<file path="config.mk">
export PLATFORM = sky130hd
export DESIGN_NAME = cmp_shadow_ctrl
export DESIGN_NICKNAME = d
export VERILOG_FILES = /design/src/rtl/cmp_shadow_pkg.sv /design/src/rtl/cmp_wr_decode.sv /design/src/rtl/cmp_event_sel.sv /design/src/rtl/cmp_channel.sv /design/src/rtl/cmp_shadow_ctrl.sv
export SDC_FILE = /design/constraint.sdc
export NUM_CORES = 1
export LEC_CHECK = 0
export BUFFER_PORTS_ARGS = -buffer_cell sky130_fd_sc_hd__buf_4
export CORE_ASPECT_RATIO = 0.8
export CORE_MARGIN = 2
export CORE_UTILIZATION = 50
export CTS_CLUSTER_DIAMETER = 30
export CTS_CLUSTER_SIZE = 10
export DETAILED_ROUTE_END_ITERATION = 8
export MAX_ROUTING_LAYER = met4
export PLACE_DENSITY = 0.82
export SYNTH_ARGS = -nofsm -noshare
export SYNTH_HDL_FRONTEND = slang
export SYNTH_SLANG_ARGS = --single-unit
</file>
<file path="constraint.sdc">
create_clock -name clk_i -period 5.3 [get_ports clk_i]
set_input_delay 0.265 -clock clk_i [delete_from_list [all_inputs] [get_ports clk_i]]
set_output_delay 0.265 -clock clk_i [all_outputs]
set_load 0.01 [all_outputs]
</file>
<file path="src/rtl/cmp_shadow_pkg.sv">
package cmp_shadow_pkg;

   localparam int METH_W    = 4;
   localparam int CH_NUM    = 2;
   localparam int ADDR_W    = $clog2(2 * CH_NUM);

   // method bit positions (decoded by the event selector)
   localparam int MB_ZERO   = 0;
   localparam int MB_PERIOD = 1;
   localparam int MB_SYNC   = 2;
   localparam int MB_HOLD   = 3;

   typedef logic [METH_W-1:0] meth_t;

   typedef struct packed {
      logic sync;
      logic period;
      logic zero;
   } evt_t;

endpackage

</file>
<file path="src/rtl/cmp_wr_decode.sv">
module cmp_wr_decode
   import cmp_shadow_pkg::*;
#(
   parameter int NCH = CH_NUM
) (
   input  logic              wr_en_i,
   input  logic [ADDR_W-1:0] wr_addr_i,
   output logic [NCH-1:0]    val_we_o,
   output logic [NCH-1:0]    meth_we_o
);

   localparam int SLOTS = 2 * NCH;

   if (SLOTS > (1 << ADDR_W)) begin : g_bad_map
      $error("cmp_wr_decode: address width too small for channel count");
   end

   for (genvar ch = 0; ch < NCH; ch++) begin : g_dec
      localparam logic [ADDR_W-1:0] VAL_ADDR  = ADDR_W'(2 * ch);
      localparam logic [ADDR_W-1:0] METH_ADDR = ADDR_W'(2 * ch + 1);
      assign val_we_o[ch]  = wr_en_i && (wr_addr_i == VAL_ADDR);
      assign meth_we_o[ch] = wr_en_i && (wr_addr_i == METH_ADDR);
   end

endmodule

</file>
<file path="src/rtl/cmp_event_sel.sv">
module cmp_event_sel
   import cmp_shadow_pkg::*;
(
   input  meth_t meth_i,
   input  evt_t  evt_i,
   output logic  fire_o
);

   logic [2:0] evt_vec;
   logic       immediate;
   logic       hold;
   logic       any_sel;

   assign evt_vec[MB_ZERO]   = evt_i.zero;
   assign evt_vec[MB_PERIOD] = evt_i.period;
   assign evt_vec[MB_SYNC]   = evt_i.sync;

   assign immediate = (meth_i == '0);
   assign hold      = meth_i[MB_HOLD];
   assign any_sel   = |(meth_i[2:0] & evt_vec);

   // the hold bit beats every event bit
   assign fire_o = immediate || (!hold && any_sel);

endmodule

</file>
<file path="src/rtl/cmp_channel.sv">
module cmp_channel
   import cmp_shadow_pkg::*;
#(
   parameter int VAL_W = 16
) (
   input  logic             clk_i,
   input  logic             rst_ni,
   input  logic             val_we_i,
   input  logic             meth_we_i,
   input  logic [VAL_W-1:0] wdata_i,
   input  evt_t             evt_i,
   output logic [VAL_W-1:0] act_o,
   output logic             pend_o
);

   if (VAL_W < METH_W) begin : g_bad_width
      $error("cmp_channel: VAL_W must hold the method field");
   end

   logic [VAL_W-1:0] shadow_q, shadow_d;
   logic [VAL_W-1:0] act_q;
   logic             pend_q, pend_d;
   meth_t            meth_q;
   logic             fire;
   logic             xfer;

   cmp_event_sel u_sel (
      .meth_i (meth_q),
      .evt_i  (evt_i),
      .fire_o (fire)
   );

   always_comb begin
      shadow_d = val_we_i ? wdata_i : shadow_q;
      pend_d   = val_we_i | pend_q;
   end

   assign xfer = fire && pend_d;

   always_ff @(posedge clk_i or negedge rst_ni) begin
      if (!rst_ni) begin
         shadow_q <= '0;
         act_q    <= '0;
         pend_q   <= 1'b0;
         meth_q   <= '0;
      end else begin
         shadow_q <= shadow_d;
         if (xfer) begin
            act_q  <= shadow_d;
            pend_q <= 1'b0;
         end else begin
            pend_q <= pend_d;
         end
         if (meth_we_i) meth_q <= wdata_i[METH_W-1:0];
      end
   end

   assign act_o  = act_q;
   assign pend_o = pend_q;

   p_imm_no_pend_r2: assert property (@(posedge clk_i) disable iff (!rst_ni)
      (meth_q == '0) |=> !pend_q);

   p_hold_freeze_r6: assert property (@(posedge clk_i) disable iff (!rst_ni)
      meth_q[MB_HOLD] |=> $stable(act_q));

   p_write_pends_r8: assert property (@(posedge clk_i) disable iff (!rst_ni)
      (val_we_i && !fire) |=> pend_q);

   p_fire_clears_r9: assert property (@(posedge clk_i) disable iff (!rst_ni)
      fire |=> !pend_q);

   p_fell_matches_r8: assert property (@(posedge clk_i) disable iff (!rst_ni)
      $fell(pend_q) |-> (act_q == shadow_q));

   p_quiet_stable_r3: assert property (@(posedge clk_i) disable iff (!rst_ni)
      !fire |=> $stable(act_q));

endmodule

</file>
<file path="src/rtl/cmp_shadow_ctrl.sv">
module cmp_shadow_ctrl
   import cmp_shadow_pkg::*;
#(
   parameter int VAL_W = 16
) (
   input  logic             clk_i,
   input  logic             rst_ni,
   input  logic             wr_en_i,
   input  logic [1:0]       wr_addr_i,
   input  logic [VAL_W-1:0] wr_data_i,
   input  logic             tmr_zero_i,
   input  logic             tmr_period_i,
   input  logic             sync_i,
   output logic [VAL_W-1:0] act_a_o,
   output logic [VAL_W-1:0] act_b_o,
   output logic             pend_a_o,
   output logic             pend_b_o
);

   if (ADDR_W != 2) begin : g_bad_addr
      $error("cmp_shadow_ctrl: address port width mismatch");
   end

   logic [CH_NUM-1:0] val_we, meth_we;
   logic [VAL_W-1:0]  act   [CH_NUM];
   logic [CH_NUM-1:0] pend;
   evt_t              evt;

   assign evt.zero   = tmr_zero_i;
   assign evt.period = tmr_period_i;
   assign evt.sync   = sync_i;

   cmp_wr_decode #(.NCH(CH_NUM)) u_dec (
      .wr_en_i   (wr_en_i),
      .wr_addr_i (wr_addr_i),
      .val_we_o  (val_we),
      .meth_we_o (meth_we)
   );

   for (genvar ch = 0; ch < CH_NUM; ch++) begin : g_ch
      cmp_channel #(.VAL_W(VAL_W)) u_ch (
         .clk_i     (clk_i),
         .rst_ni    (rst_ni),
         .val_we_i  (val_we[ch]),
         .meth_we_i (meth_we[ch]),
         .wdata_i   (wr_data_i),
         .evt_i     (evt),
         .act_o     (act[ch]),
         .pend_o    (pend[ch])
      );
   end

   assign act_a_o  = act[0];
   assign act_b_o  = act[1];
   assign pend_a_o = pend[0];
   assign pend_b_o = pend[1];

   p_one_strobe_r11: assert property (@(posedge clk_i) disable iff (!rst_ni)
      $countones({val_we, meth_we}) <= 1);

   p_b_untouched_r10: assert property (@(posedge clk_i) disable iff (!rst_ni)
      (wr_en_i && wr_addr_i[1] == 1'b0 && !tmr_zero_i && !tmr_period_i && !sync_i
       && !pend_b_o) |=> $stable(act_b_o));

endmodule

</file>
Word level (Yosys, flattened, before mapping)
Cells that the tools add are included.
- $lt $le $gt $ge: 0
- shifts and indexed selects: 0
- multiplexer cells: 4
- divide/modulo/power cells: 0
- multiply operators: 0
- reductions and logical operators: 17
- bitwise operators: 4
- equal/unequal tests: 3
- add/sub/neg operators: 0
- operators by type and width (kind ; number):
    $mux W16 ; 2
    $logic_and A1 B1 Y1 ; 8
    $logic_not A4 Y1 ; 2
    $and A3 B3 Y3 ; 2
    $reduce_or A3 Y1 ; 2
    $eq A2 B2 Y1 const B ; 2
    $eq A2 B1 Y1 const B ; 1
    $logic_not A1 Y1 ; 2
    $logic_not A2 Y1 ; 1
    $logic_or A1 B1 Y1 ; 2
    $mux W1 ; 2
    $or A1 B1 Y1 ; 2
- flip-flop bits (word level): 74
- input port bits: 24
- ROM bits: 0
- latch bits: 0
- bits in writable memories: 0
- memories kept: 0
- logic and storage cells: 36
- output and inout port bits: 34

Depth between registers and ports, before layout
Gate-level depths: netlist of the first run.
- depth in word-level cells: 6
- mapped depth: 5
- mapped depth without buffers: 4

Modules after synthesis
A second synthesis of the first run with hierarchy kept.
- cells, all modules: 254
- area total of the unflattened synthesis: 3183.1 um^2
- modules (own cells, without submodules) (module ; seq. area each (um^2) ; instances ; cells each ; area each (um^2)):
    cmp_channel ; 925.9 ; 2 ; 121 ; 1549.0
    cmp_event_sel ; 0.0 ; 2 ; 4 ; 23.8
    cmp_wr_decode ; 0.0 ; 1 ; 4 ; 37.5

Worst setup path before layout of the first run
OpenSTA, ideal clock, no wires.
- kind: register to register
- from: register g_ch[1].u_ch.meth_q[0]
- to: register g_ch[1].u_ch.act_q[10]
- arrival: 1.542 ns
- data required time: 5.175 ns
- buffers on the path: 1
- slack: 3.633 ns
- library setup time: 0.125 ns
- period minus slack after synthesis: 1.667 ns
- cell stages (with the launch flop): 6
- cells stage by stage: dfrtp_1 > or3_1 > a31oi_2 > nand2_4 > buf_6 > mux2_4
- word-level cells in the longest chain between the ends: 5
- elaborated cells between the ends (all ways): 6
- classes of those cells: bitwise (1); reduce/logical (5)
- ends and longest elaborated chain (element ; line ; source):
    start: declaration ; cmp_channel.sv:23 ; meth_t meth_q;
    start signal: assignment ; cmp_channel.sv:54 ; if (meth_we_i) meth_q <= wdata_i[METH_W-1:0];
    $and A3 B3 Y3 ; cmp_event_sel.sv:20 ; assign any_sel = |(meth_i[2:0] & evt_vec);
    $reduce_or A3 Y1 ; cmp_event_sel.sv:20 ;
    $logic_and A1 B1 Y1 ; cmp_event_sel.sv:23 ; assign fire_o = immediate || (!hold && any_sel);
    $logic_or A1 B1 Y1 * ; cmp_event_sel.sv:23 ;
    $logic_and A1 B1 Y1 * ; cmp_channel.sv:38 ; assign xfer = fire && pend_d;
    end signal: assignment ; cmp_channel.sv:49 ; act_q <= shadow_d;
    end: declaration ; cmp_channel.sv:21 ; logic [VAL_W-1:0] act_q;
Every way passes the cells marked *; elsewhere a longest branch is shown, timed or not.
A chain may end at the register's enable or synchronous reset.

Worst setup path after layout of the first run
- from: register g_ch[0].u_ch.meth_q[1]
- to: register g_ch[0].u_ch.act_q[12]
- word-level cells in the longest chain between the ends: 5
- elaborated cells between the ends (all ways): 6
- classes of those cells: bitwise (1); reduce/logical (5)
- ends and longest elaborated chain (element ; line):
    start: declaration ; cmp_channel.sv:23
    start signal: assignment ; cmp_channel.sv:54
    $and A3 B3 Y3 ; cmp_event_sel.sv:20
    $reduce_or A3 Y1 ; cmp_event_sel.sv:20
    $logic_and A1 B1 Y1 ; cmp_event_sel.sv:23
    $logic_or A1 B1 Y1 * ; cmp_event_sel.sv:23
    $logic_and A1 B1 Y1 * ; cmp_channel.sv:38
    end signal: assignment ; cmp_channel.sv:49
    end: declaration ; cmp_channel.sv:21
Marks and branches as above.

==> flow_summary.toml, run 1 <==
[drt]
dr.pass1.iters = 4
drt-total-wl_um = 5310
ant_nets = 0
drc = 0
dr_wl_met2_um = 2590
drt_iter0_markers = 92
wire_per_inst_um = 16.7
m1WireLength_um = 2410
viasPerCell = 5.10
vias = 1618
routed-wl-met3_um = 233
highest_layer = "met4"

[cells_and_area]
n_antenna_cell = 0
multi_input_area_um2 = 1040
ff_latch_area_um2 = 1850
fill_cells = 397
fin_nets = 258
drive_above_1_share_pct = 61.5
utilization_pct = 66.0
syn2layout_area_growth_pct = 25.1

[synthesis]
async_flop_share_pct = 100
yosysTopAreaCell = "dfrtp_1"
syn_inst = 170
seq_area_frac_synth_pct = 63.2
synth.avg_cell_area_um2 = 17.2
syn_area_um2 = 2930
ys_warn_count = 0
synth_ff_type = "dfrtp_1"
synth_top_area_share_pct = 63.2
syn_nets = 194
netlist_top_cells_area = "dfrtp_1, mux2_2, mux2_4"
yosysUniqueCellTypes = 22
ys_ff_latch = 74
synth_edf_count = 0

[clock_network]
clk_pin_slew_ps = 80
hold_buffers = 0
clk_latency_ps = 350
ctsResizeCount = 0
clkSinkCount = 74
ctsHtreeMaxLevel = 3
cts_root_buffer = "clkbuf_8"
postCtsSetupBuffers = 0
clock_path_buffers = 2
cts_tree = "done"
cts_made_buffers = 9

[timing]
setup_violations = 0
whs_ps = 52.9
worst_slew_pin_slew_ps = 1040
drv_slew = 0
fin_tns_setup_ps = 0
period_needed_ps = 1850
skew_ps = 12.5
rsz0062_at_grt = "no"
min_period_over_period_pct = 34.8
max_clock_freq_ghz = 0.542
slew_headroom_pct = 30.8
hold_viol = 0

[floorplan]
dieArea_um2 = 6500
start_util_pct = 52.8
die-height_um = 72.5
num_rows = 24
core_area_um2 = 5560
num_io_pins = 58
die_width_um = 89.6

[power_and_ir_drop]
vdd_drop_max_mv = 0.311
p_leak_nw = 1.75
p_per_area_nw_per_um2 = 529
p_sw_uw = 521
p_sw_share_pct = 26.9
intPower_mw = 1.42
pwr-share-clk_pct = 25.9
total_power_mw = 1.94
combPwrFrac_pct = 30.4
seqPwrFrac_pct = 43.7

[job]
maxCapViolCount = 0

[setup_path]
max_stage_delay_ps = 400
reg2reg_depth = 4
slowest_stage = "dfrtp_1"
arrival_ps = 2070
path_buf_inv = 0
start_kind = "flip-flop"
cp-end-kind = "flip-flop"
critical-path-top-delay-family = "compound AO/OA/AOI/OAI gates"
crit_type = "flip-flop to flip-flop"
worstPathCellList = "or3_4 > a31oi_4 > o21ai_2 > mux2_4"
cp_data_required_time_ps = 5520
worstSetupPathDepth = 4
cp_max_fo = 16

[run_status]
status = "completed"

[place]
hpwl_um = 3450
portBuffers = 57
place_congestion = 0.755

[grt]
grt_overflow = 0
grt_pass1_vias = 1681
antenna_found_initial = 0
grtUsageTotal_pct = 18.9
grt_max_degree = 75
grt_first_pass_wirelength_um = 8580

[min_path]
hold_class = "input pin to asynchronous set/reset pin"
## cells by family (layout without fill, tap and decap cells)
logic type | after synthesis | after routing | synth area share [%]
muxes | 72 | 72 | 30.2
DFF | 74 | 74 | 63.2
AOI/OAI and AO/OA | 6 | 6 | 2.13
and+or+nand+nor | 12 | 12 | 2.99
buffers and inverters | 6 | 75 | 1.49
## worst register-to-register path: stages, from the launching register on
cell	delay (ps)
dfrtp_1	400
or3_4	400
a31oi_4	210
o21ai_2	310
mux2_4	410
## worst paths after layout
check                           slack, ps                      from                       end
worst max-delay path                 3450    g_ch[0].u_ch.meth_q[1]    g_ch[0].u_ch.act_o[12]
worst min-delay path                   50                    rst_ni     g_ch[1].u_ch.act_o[1]
worst max register to register       3450    g_ch[0].u_ch.meth_q[1]    g_ch[0].u_ch.act_o[12]
worst min register to register        490  g_ch[1].u_ch.shadow_q[4]  g_ch[1].u_ch.shadow_q[4]
max in group asynchronous            4650                    rst_ni    g_ch[0].u_ch.act_o[12]
min in group clk_i                    180              wr_data_i[4]  g_ch[1].u_ch.shadow_q[4]
## metal layers
metal	vias up	GRT usage, %
met5	-	-
met4	0	6.97
met3	8	5.80
met2	42	27.5
met1	833	25.2
li1	735	-
## Yosys cell counts, drive strengths merged, types with 2 or more instances
cell type and count:
nand2 4, buf 5, nand3b 2, nor2 2, dfrtp 74, a22oi 2
a31oi 2, or3 2, mux2 72
## metrics by stage
| stage | cells | area [um2] | worst slack, ps |
|---|---|---|---|
| 5_1_grt | 317 | 3670 | 3390 |
| 3_3_place_gp | 301 | 3430 | 3180 |
| 3_5_place_dp | 301 | 3430 | 3160 |
| 2_1_floorplan | 170 | 2930 | 3630 |
| 4_1_cts | 317 | 3670 | 3440 |
| 6_report | 317 | 3670 | 3450 |
## cell usage in the layout, fill, tap and decap left out
| master | Yosys | layout |
|---|---|---|
| a21oi_1 | 1 | 1 |
| a22oi_1 | 2 | 2 |
| a31oi_2 | 1 | 1 |
| a31oi_4 | 1 | 1 |
| buf_4 | 1 | 58 |
| bufinv_16 | 0 | 2 |
| clkbuf_8 | 0 | 12 |
| clkinv_2 | 0 | 1 |
| clkinvlp_4 | 0 | 1 |
| dfrtp_1 | 74 | 74 |
| inv_1 | 1 | 1 |
| mux2_1 | 6 | 6 |
| mux2_2 | 46 | 46 |
| mux2_4 | 20 | 20 |
| nand2_1 | 3 | 3 |
| nand2_4 | 1 | 1 |
| nand3_1 | 1 | 1 |
| nand3b_1 | 1 | 1 |
| nand3b_4 | 1 | 1 |
| nor2_1 | 2 | 2 |
| nor3b_2 | 0 | 1 |
| o21ai_2 | 1 | 1 |
| or3_1 | 1 | 1 |
| or3_4 | 1 | 1 |
## sequential cells by signal, indices dropped and copies added (netlist names)
signal and cells:
g_ch.u_ch.pend_o 2, g_ch.u_ch.meth_q 8, g_ch.u_ch.act_o 32, g_ch.u_ch.shadow_q 32
## power groups by stage
stage | sequential, mW | combinational, mW | clock [mW]
2_1_floorplan | 0.894 | 0.275 | 0
3_3_place_gp | 0.851 | 0.580 | 0
3_5_place_dp | 0.853 | 0.597 | 0
4_1_cts | 0.847 | 0.601 | 0.510
5_1_grt | 0.869 | 0.630 | 0.539
6_report | 0.847 | 0.590 | 0.503
## area by class of cell
cell class	instances	share of cell area (%)
Timing Repair Buffer	58	11.9
Tap cell	78	2.66
Clock inverter	4	1.98
Inverter	1	0.102
Multi-Input combinational cell	90	28.4
Clock buffer	12	4.50
Sequential cell	74	50.5
(Power assumes the default switching activity.)
==> run 2: changes to the inputs <==
clock period = 1.7 ns   (was 5.3 ns; I/O delays follow)
==> run 2 against run 1 <==
  * Clock skew is 0.86 ps lower
  * Utilization grew 3.9 points
  * Fmax rose by 9.8%
  * Via count grew 4.2%
  * Count of clock-buffer cells in the layout rose by 1
  * Clock power grew to 2.8 times the previous value
  * Global-route usage grew 0.97 points
  * Worst setup slack got worse by 3400 ps
  * Sequential share of layout area decreased by 2.8 points
  * Die area unchanged
  * Flip-flop and latch count unchanged
  * Critical endpoint is now g_ch[1].u_ch.act_o[10]
==> flow_summary.toml, run 2 (same netlist as run 1, synthesis figures left out) <==
[run_status]
status = "completed"

[clock_network]
cts_made_buffers = 9
ctsHtreeMaxLevel = 3
cts_tree = "done"
cts_root_buffer = "clkbuf_8"
clock_path_buffers = 2
clk_latency_ps = 340
clk_pin_slew_ps = 80
clkSinkCount = 74

[floorplan]
dieArea_um2 = 6500
num_rows = 24
start_util_pct = 52.8
die_width_um = 89.6
die-height_um = 72.5
core_area_um2 = 5560
num_io_pins = 58

[setup_path]
max_stage_delay_ps = 390
worstPathCellList = "or3_4 > a31oi_4 > nand2_4 > mux2_4"
cp-end-kind = "flip-flop"
crit_type = "flip-flop to flip-flop"
critical-path-top-delay-family = "simple AND/OR/NAND/NOR gates"
arrival_ps = 1900
start_kind = "flip-flop"
cp_data_required_time_ps = 1920
cp_max_fo = 8
path_buf_inv = 0
slowest_stage = "dfrtp_1"

[drt]
ant_nets = 0
vias = 1686
viasPerCell = 5.00
drc = 0
dr.pass1.iters = 4
wire_per_inst_um = 16.5
drt_iter0_markers = 55
drt-total-wl_um = 5570

[place]
placedInstanceArea_um2 = 3520
hpwl_um = 3630
portBuffers = 57
place_congestion = 0.755
placed_cells_incl_taps = 308
pre_cts_ws_ps = -16.5

[cells_and_area]
syn2layout_area_growth_pct = 32.5
drive_above_1_share_pct = 60.2
fin_nets = 278
ff_latch_area_um2 = 1850
n_antenna_cell = 0
fill_cells = 371
multi_input_area_um2 = 1070
final_cell_area_um2 = 3880
utilization_pct = 69.9
final_cells = 337
most-common-layout-cells = "dfrtp_1, buf_4, mux2_2"
layout_commonest_cell = "dfrtp_1"

[power_and_ir_drop]
p_leak_nw = 1.86
p_per_area_nw_per_um2 = 1550
vdd_drop_max_mv = 0.897

[timing]
period_needed_ps = 1680
rsz0062_at_grt = "yes"
setup_violations = 0
drv_slew = 0
worst_slew_pin_slew_ps = 361
skew_ps = 11.6
fin_tns_setup_ps = 0
slew_headroom_pct = 75.9
min_period_over_period_pct = 98.9
setup_ws_ps = 18.1
max_clock_freq_ghz = 0.595
hold_viol = 0

[grt]
grtUsageTotal_pct = 19.9
grt_overflow = 0
grt_first_pass_wirelength_um = 9150
grt_max_degree = 48
grt_pass1_vias = 1798
antenna_found_initial = 0

[min_path]
hold_class = "input pin to flip-flop"

[job]
maxCapViolCount = 0
[run 2: power breakdown]
part / internal, mW / total, mW / switching (mW)
Clock: 0.802 / 1.42 / 0.623
Sequential: 2.33 / 2.65 / 0.316
Combinational: 1.23 / 1.96 / 0.737
[run 2: final cells by class]
| cell class | count | area share, % |
|---|---|---|
| Clock buffer | 13 | 4.35 |
| Clock inverter | 3 | 1.19 |
| Inverter | 1 | 0.0966 |
| Multi-Input combinational cell | 91 | 27.6 |
| Sequential cell | 74 | 47.7 |
| Tap cell | 78 | 2.51 |
| Timing Repair Buffer | 77 | 16.6 |
[run 2: repair_timing]
action                                 in CTS  in global routing
resized for setup                           1                  3
hold buffers                               11                  0
setup buffers                               0                  1
cloned                                      1                  0
pin swaps                                   2                  4
setup endpoints to repair                  14                 26
endpoints found under the hold margin      43                  0
[run 2: metrics by stage]
step                      power (mW)  hold WS [ps]
final                           6.04          14.7
after global routing            6.36          2.67
after CTS                       6.07         0.171
after detailed placement        4.58          22.2
after global placement          4.52          21.2
after floorplan                 3.64          -211
[run 2: worst paths after layout]
kind	start	end	slack, ps	cells after the start
max in group asynchronous	rst_ni	g_ch[1].u_ch.act_o[10]	920	3
setup / recovery	g_ch[1].u_ch.meth_q[0]	g_ch[1].u_ch.act_o[10]	20	4
hold / removal	wr_data_i[11]	g_ch[1].u_ch.shadow_q[11]	10	2
min in group asynchronous	rst_ni	g_ch[1].u_ch.shadow_q[4]	220	2
setup reg to reg	g_ch[1].u_ch.meth_q[0]	g_ch[1].u_ch.act_o[10]	20	4
hold reg to reg	g_ch[0].u_ch.shadow_q[10]	g_ch[0].u_ch.shadow_q[10]	490	1
[run 2: metal layers]
layer,GRT usage (%),wire length (um),vias to the layer above
li1,-,-,771
met5,-,0,-
met3,4.89,172,12
met4,6.97,87,0
met1,26.8,2550,868
met2,29.7,2770,35
